==> config.mk <==
export PLATFORM = sky130hd
export DESIGN_NAME = pwr_mode_ctrl
export DESIGN_NICKNAME = d
export VERILOG_FILES = /design/src/rtl/pmc_pkg.sv /design/src/rtl/pmc_idle_window.sv /design/src/rtl/pmc_depth_select.sv /design/src/rtl/pmc_wake_timer.sv /design/src/rtl/pwr_mode_ctrl.sv
export SDC_FILE = /design/constraint.sdc
export NUM_CORES = 1
export LEC_CHECK = 0
export BUFFER_PORTS_ARGS = -buffer_cell sky130_fd_sc_hd__buf_4
export CAP_MARGIN = 20
export CORE_UTILIZATION = 54
export DETAILED_ROUTE_END_ITERATION = 6
export PLACE_DENSITY_LB_ADDON = 0.12
export SETUP_SLACK_MARGIN = 0.1
export SYNTH_ARGS = -nofsm -noshare
export SYNTH_HDL_FRONTEND = slang
export SYNTH_HIERARCHICAL = 1
export SYNTH_SLANG_ARGS = --single-unit
export TNS_END_PERCENT = 30
==> constraint.sdc <==
create_clock -name clk -period 3.9 [get_ports clk]
set_input_delay 0.78 -clock clk [delete_from_list [all_inputs] [get_ports clk]]
set_output_delay 0.78 -clock clk [all_outputs]
set_load 0.005 [all_outputs]
==> src/rtl/pmc_pkg.sv <==
package pmc_pkg;

  typedef enum logic [1:0] {
    ST_ACTIVE = 2'd0,
    ST_SLEEP  = 2'd1,
    ST_WAKE   = 2'd2
  } pmc_state_e;

endpackage

==> src/rtl/pmc_idle_window.sv <==
module pmc_idle_window #(
  parameter int OBS_CYC = 4
) (
  input  logic clk,
  input  logic rst,
  input  logic restart,
  output logic full
);
  localparam int CW = $clog2(OBS_CYC + 1);
  localparam logic [CW-1:0] LIMIT = CW'(OBS_CYC);

  logic [CW-1:0] cnt;

  // Counts consecutive idle cycles, saturating at the window length.
  always_ff @(posedge clk) begin
    if (rst || restart) cnt <= '0;
    else if (cnt != LIMIT) cnt <= cnt + 1'b1;
  end

  assign full = (cnt == LIMIT);
endmodule

==> src/rtl/pmc_depth_select.sv <==
module pmc_depth_select #(
  parameter int NUM_MODES = 3,
  parameter int CNT_W     = 16,
  parameter logic [NUM_MODES*CNT_W-1:0] BREAK_EVEN = '0,
  localparam int MODE_W   = $clog2(NUM_MODES + 1)
) (
  input  logic [CNT_W-1:0]  idle_pred,
  input  logic [CNT_W-1:0]  slack,
  output logic [MODE_W-1:0] best
);
  logic [CNT_W:0]       sum;
  logic [CNT_W-1:0]     avail;
  logic [NUM_MODES-1:0] fits;

  // Saturating sum of the predicted idle time and the extra slack.
  assign sum   = {1'b0, idle_pred} + {1'b0, slack};
  assign avail = sum[CNT_W] ? {CNT_W{1'b1}} : sum[CNT_W-1:0];

  for (genvar g = 0; g < NUM_MODES; g++) begin : g_fit
    assign fits[g] = (BREAK_EVEN[g*CNT_W +: CNT_W] <= avail);
  end

  // Deepest fitting mode wins; later indices overwrite earlier ones.
  always_comb begin
    best = '0;
    for (int m = 0; m < NUM_MODES; m++) begin
      if (fits[m]) best = MODE_W'(m + 1);
    end
  end
endmodule

==> src/rtl/pmc_wake_timer.sv <==
module pmc_wake_timer #(
  parameter int NUM_MODES = 3,
  parameter int WAKE_W    = 8,
  parameter logic [NUM_MODES*WAKE_W-1:0] WAKE_LAT = '0,
  localparam int MODE_W   = $clog2(NUM_MODES + 1)
) (
  input  logic              clk,
  input  logic              rst,
  input  logic              load,
  input  logic [MODE_W-1:0] mode,
  output logic              done
);
  logic [WAKE_W-1:0] lat;
  logic [WAKE_W-1:0] cnt;

  always_comb begin
    lat = WAKE_W'(1);
    for (int m = 0; m < NUM_MODES; m++) begin
      if (mode == MODE_W'(m + 1)) lat = WAKE_LAT[m*WAKE_W +: WAKE_W];
    end
  end

  // Loaded with latency-1 as the wake starts; done when it reaches zero.
  always_ff @(posedge clk) begin
    if (rst) cnt <= '0;
    else if (load) cnt <= lat - 1'b1;
    else if (cnt != '0) cnt <= cnt - 1'b1;
  end

  assign done = (cnt == '0);
endmodule

==> src/rtl/pwr_mode_ctrl.sv <==
module pwr_mode_ctrl
  import pmc_pkg::*;
#(
  parameter int NUM_MODES = 3,
  parameter int CNT_W     = 16,
  parameter int WAKE_W    = 8,
  parameter int OBS_CYC   = 4,
  parameter logic [NUM_MODES*CNT_W-1:0]  BREAK_EVEN = {16'd150, 16'd60, 16'd20},
  parameter logic [NUM_MODES*WAKE_W-1:0] WAKE_LAT   = {8'd12, 8'd5, 8'd2},
  localparam int MODE_W = $clog2(NUM_MODES + 1)
) (
  input  logic              clk,
  input  logic              rst,
  input  logic              req,
  input  logic              busy,
  input  logic [CNT_W-1:0]  idle_pred,
  input  logic [CNT_W-1:0]  slack,
  output logic [MODE_W-1:0] mode_sel,
  output logic              ready,
  output logic              waking
);
  pmc_state_e        state;
  logic [MODE_W-1:0] mode_q;
  logic [MODE_W-1:0] best;
  logic              idle_now;
  logic              win_full;
  logic              wake_load;
  logic              wake_done;

  assign idle_now  = !req && !busy;
  assign wake_load = (state == ST_SLEEP) && req;

  pmc_idle_window #(.OBS_CYC(OBS_CYC)) u_win (
    .clk     (clk),
    .rst     (rst),
    .restart (!idle_now || (state != ST_ACTIVE)),
    .full    (win_full)
  );

  pmc_depth_select #(
    .NUM_MODES (NUM_MODES),
    .CNT_W     (CNT_W),
    .BREAK_EVEN(BREAK_EVEN)
  ) u_sel (
    .idle_pred (idle_pred),
    .slack     (slack),
    .best      (best)
  );

  pmc_wake_timer #(
    .NUM_MODES (NUM_MODES),
    .WAKE_W    (WAKE_W),
    .WAKE_LAT  (WAKE_LAT)
  ) u_wake (
    .clk  (clk),
    .rst  (rst),
    .load (wake_load),
    .mode (mode_q),
    .done (wake_done)
  );

  always_ff @(posedge clk) begin
    if (rst) begin
      state  <= ST_ACTIVE;
      mode_q <= '0;
    end else begin
      unique case (state)
        ST_ACTIVE: if (idle_now && win_full && best != '0) begin
          state  <= ST_SLEEP;
          mode_q <= best;
        end
        ST_SLEEP:  if (req) state <= ST_WAKE;
        ST_WAKE:   if (wake_done) begin
          state  <= ST_ACTIVE;
          mode_q <= '0;
        end
        default:   state <= ST_ACTIVE;
      endcase
    end
  end

  assign mode_sel = (state == ST_SLEEP) ? mode_q : '0;
  assign ready    = (state == ST_ACTIVE);
  assign waking   = (state == ST_WAKE);
endmodule

==> flow_metrics.tcl <==
set metrics [dict create \
    outcome "complete, no violations" \
    power.total_w 0.000727 \
    cts_tree "done" \
    synthesis.instances 213 \
    max-clock-path-buffers 2 \
    fillerInstances 279 \
    critical_path_class "in2reg" \
    grt_use_met2_pct 41.5 \
    ys_warn_count 6 \
    ys_async_sr_fraction_pct 0 \
    antenna_found_initial 0 \
    htree_num_levels 1 \
    numPlacedInstances 289 \
    cell_chosen_for_the_clock_root "sky130_fd_sc_hd__clkbuf_4" \
    synthesis.area_per_instance_um2 8.12 \
    grt_use_total_pct 23.0 \
    met1_capacity_usage_during_global_routing_pct 28.5 \
    ir_worst_vdd_v 0.000165 \
    regToRegSetupSlack_ps 1230 \
    placementRows 20 \
    drt.antenna.violating_nets 0 \
    post_layout_nonfiller_instances 293 \
    critPathRequiredTime_ps 4090 \
    post_cts_hold_buffer_count 0 \
    remaining_drc_errors 0 \
    maxCapViolCount 0 \
    final_core_utilization_pct 68.0 \
    crit_top_cell "sky130_fd_sc_hd__o21ai_1" \
    worst_slew_margin_rel_pct 69.5 \
    detail_route.wirelength_um 3620 \
    post-route-min-period_ps 3540 \
    hold-path-endpoint "u_wake/cnt[7]" \
    post-cts-setup-buffer-count 0 \
    final.setup_skew_ps 1.11 \
    setup.worst_path.end_class "flop" \
    ys_ff_latch 15 \
    grt_pass1_wl_um 6360 \
    setup_viol 0 \
    placedInstanceArea_um2 2040 \
    dieArea_um2 3430 \
    post_synth_num_cell_types 63 \
    clk_slew_on_worst_s_h_paths_ps 90 \
    vias_in_the_first_global_route 1589 \
    quantity_of_i_o_buffers_inserted_on_ports 39 \
    seq_area_frac_synth_pct 17.4 \
    num_io_pins 40 \
    cts_sinks 15 \
    coreArea_um2 3050 \
    dr.first_iter.drc_count 120 \
    cp_max_fo 3 \
    worst_slew_pin_slew_ps 457 \
    timing_max_transition_violations_final 0 \
    ys_dominant_reg_cell "sky130_fd_sc_hd__dfxtp_1" \
    area_growth_pct 20.1 \
    holdCritPathClass "reg2reg" \
    tns_setup_ps 0 \
    global_route.usage.met3_pct 1.32 \
    power_leakage_nw 0.882 \
    data_arrival_time_of_the_critical_path_ps 3730 \
    floorplan.initialDensity_pct 56.6 \
    chipWidth_um 58.6 \
    regToRegStartpoint "state[0]" \
    synth_fp_nets 269 \
    layout-drive-gt1-share_pct 24.1 \
    worstSetupStartpointType "input port" \
    pin_count_of_the_biggest_net_entering_global_routing 15 \
    worstPathBufferInverterCount 1 \
    clk-insertion-delay-late_ps 290 \
    diodes 0 \
    post_drt_wl_per_cell_um 12.3 \
    synthesis.area_um2 1730 \
    routed-via-count 1763 \
    power_density_nw_per_um2 350 \
    detailedRoute.firstPassIterationCount 4 \
    setup_repair_after_global_routing_missed_its_margin "no" \
    r2r_cells 8 \
    grt_busiest_layer "met2" \
    min_period_over_period_pct 90.8 \
    reg2reg_to "u_wake/cnt[4]" \
    critical-path-top-delay-family "compound AO/OA/AOI/OAI gates" \
    timing.critical_path.cells "buf_4 -> ha_1 -> fa_1 -> a211oi_2 -> o21ai_1 -> a31oi_2 -> xnor2_1 -> or4_1 -> nor3_2 -> o211ai_1 -> o21ai_1 -> nor2_4 -> mux2_1" \
    hold_path_depth 1 \
    min_from "u_wake/cnt[7]" \
    synth_edf_count 0 \
    hold_viol_final 0 \
    grt-ovfl-total 0 \
    max_stage_delay_ps 530 \
    detailed_place_hpwl_um 2920 \
    gp_congestion 0.904 \
    nNetsFinal 306 \
    max_clock_freq_mhz 282 \
    crit_path_top_delay_cell "sky130_fd_sc_hd__or4_1" \
    dieHeight_um 58.6 \
    avgViaCountPerCell 6.02 \
    final_cell_area_um2 2080 \
    tritoncts.num_buffers 3 \
]
## report_power, final
part           leakage, nW  switching, W  internal [W]
clock               0.0177     0.0000550     0.0000382
sequential           0.122     0.0000447      0.000185
combinational        0.742      0.000204      0.000201
## layout by cell type (no fill, tap or decap), types with 2 or more instances in the layout
cell type / synthesis / final
sky130_fd_sc_hd__o21ai_0: 4 / 4
sky130_fd_sc_hd__nand3_1: 8 / 8
sky130_fd_sc_hd__nand4_1: 5 / 5
sky130_fd_sc_hd__mux2_1: 3 / 3
sky130_fd_sc_hd__mux2i_1: 3 / 3
sky130_fd_sc_hd__buf_4: 1 / 39
sky130_fd_sc_hd__a21oi_1: 13 / 13
sky130_fd_sc_hd__o2bb2ai_1: 2 / 2
sky130_fd_sc_hd__inv_1: 9 / 9
sky130_fd_sc_hd__a211oi_1: 5 / 4
sky130_fd_sc_hd__nor4_1: 3 / 3
sky130_fd_sc_hd__nor3b_1: 2 / 2
sky130_fd_sc_hd__clkbuf_4: 0 / 3
sky130_fd_sc_hd__o21bai_1: 2 / 2
sky130_fd_sc_hd__xor2_1: 5 / 5
sky130_fd_sc_hd__and3b_1: 3 / 3
sky130_fd_sc_hd__a22oi_1: 2 / 2
sky130_fd_sc_hd__nand2_1: 5 / 5
sky130_fd_sc_hd__o21ai_1: 9 / 9
sky130_fd_sc_hd__o211ai_1: 6 / 6
sky130_fd_sc_hd__nor2b_1: 6 / 6
sky130_fd_sc_hd__and2_1: 3 / 3
sky130_fd_sc_hd__dfxtp_1: 15 / 15
sky130_fd_sc_hd__nor2_1: 19 / 19
sky130_fd_sc_hd__or4_4: 3 / 3
sky130_fd_sc_hd__or4_1: 3 / 3
sky130_fd_sc_hd__a211oi_2: 3 / 4
sky130_fd_sc_hd__ha_1: 19 / 19
sky130_fd_sc_hd__xnor2_1: 6 / 6
sky130_fd_sc_hd__and3_1: 3 / 3
sky130_fd_sc_hd__o31ai_1: 3 / 3
sky130_fd_sc_hd__nor3_1: 6 / 6
## cells in the mapped netlist, types with 2 or more instances
cell type                   number  area (um2)
sky130_fd_sc_hd__or4_4           3        33.8
sky130_fd_sc_hd__nand4_1         5        31.3
sky130_fd_sc_hd__mux2i_1         3        30.0
sky130_fd_sc_hd__nand3_1         8        40.0
sky130_fd_sc_hd__a211oi_2        3        37.5
sky130_fd_sc_hd__and2_1          3        18.8
sky130_fd_sc_hd__o21bai_1        2        15.0
sky130_fd_sc_hd__nor4_1          3        18.8
sky130_fd_sc_hd__xnor2_1         6        52.6
sky130_fd_sc_hd__and3_1          3        18.8
sky130_fd_sc_hd__o211ai_1        6        45.0
sky130_fd_sc_hd__mux2_1          3        33.8
sky130_fd_sc_hd__nor2_1         19        71.3
sky130_fd_sc_hd__a22oi_1         2        15.0
sky130_fd_sc_hd__xor2_1          5        43.8
sky130_fd_sc_hd__inv_1           9        33.8
sky130_fd_sc_hd__dfxtp_1        15         300
sky130_fd_sc_hd__o2bb2ai_1       2        17.5
sky130_fd_sc_hd__o31ai_1         3        22.5
sky130_fd_sc_hd__and3b_1         3        26.3
sky130_fd_sc_hd__clkbuf_1        3        11.3
sky130_fd_sc_hd__o21ai_0         4        20.0
sky130_fd_sc_hd__nor3_1          6        30.0
sky130_fd_sc_hd__nand2_1         5        18.8
sky130_fd_sc_hd__or4_1           3        22.5
sky130_fd_sc_hd__ha_1           19         238
sky130_fd_sc_hd__nor2b_1         6        37.5
sky130_fd_sc_hd__nor3b_1         2        15.0
sky130_fd_sc_hd__a211oi_1        5        37.5
sky130_fd_sc_hd__a21oi_1        13        65.1
sky130_fd_sc_hd__o21ai_1         9        45.0
## final cells by class
| class | count | area [um2] | share of cell area [%] |
|---|---|---|---|
| inverters | 9 | 33.8 | 1.63 |
| multi-input cells | 182 | 1370 | 65.8 |
| flip-flops and latches | 15 | 300 | 14.5 |
| repair buffers | 39 | 293 | 14.1 |
| clock inverters | 1 | 5.00 | 0.241 |
| clock buffers | 3 | 22.5 | 1.08 |
| well taps | 44 | 55.1 | 2.65 |
## flip-flops by register name, summed over array words and instances, names as in the netlist
| register | count |
|---|---|
| u_win/cnt | 3 |
| state | 2 |
| mode_q | 2 |
| u_wake/cnt | 8 |
## per-stage QoR
step	hold WS (ps)	setup slack, ps
floorplan	475	321
global placement	504	82.9
detailed placement	503	-5.28
CTS	518	302
global route	535	139
finish	518	359
## worst reg2reg max path, delay by kind of cell (launching register included)
family                   cells  cell delay, ps
AO/OA/AOI/OAI                3             540
adder cells (fa/ha/maj)      1             300
buffers and inverters        1             160
flip-flops                   1             420
AND/OR/NAND/NOR              3            1150
## kinds of logic after synthesis
kind of cell / share of synthesized area [%]
AND/OR/NAND/NOR: 27.4
flip-flops: 17.4
XOR/XNOR: 5.57
buffers and inverters: 3.83
multiplexers: 3.69
AO/OA/AOI/OAI: 27.3
adder cells (fa/ha/maj): 14.9
## repair_timing
action                                  in CTS  in global routing
resized for setup                            0                  1
endpoints found under the setup margin       0                  2
hold endpoints to repair                     0                  0
## routing by layer
metal / vias to the layer above / wire (um)
met4: 0 / 57
met2: 34 / 1790
met1: 832 / 1700
met5: - / 0
met3: 5 / 69
li1: 892 / -
## worst max path at each step
stage / from / endpoint / slack, ps / depth (start not counted)
2_1_floorplan: idle_pred[0] / mode_q[0] / 320 / 12
3_3_place_gp: idle_pred[0] / mode_q[0] / 80 / 13
3_5_place_dp: idle_pred[0] / mode_q[1] / -5 / 13
4_1_cts: idle_pred[0] / mode_q[1] / 300 / 13
5_1_grt: idle_pred[0] / mode_q[0] / 140 / 13
6_report: idle_pred[0] / mode_q[1] / 360 / 13
Power figures use the tool's default switching activity.
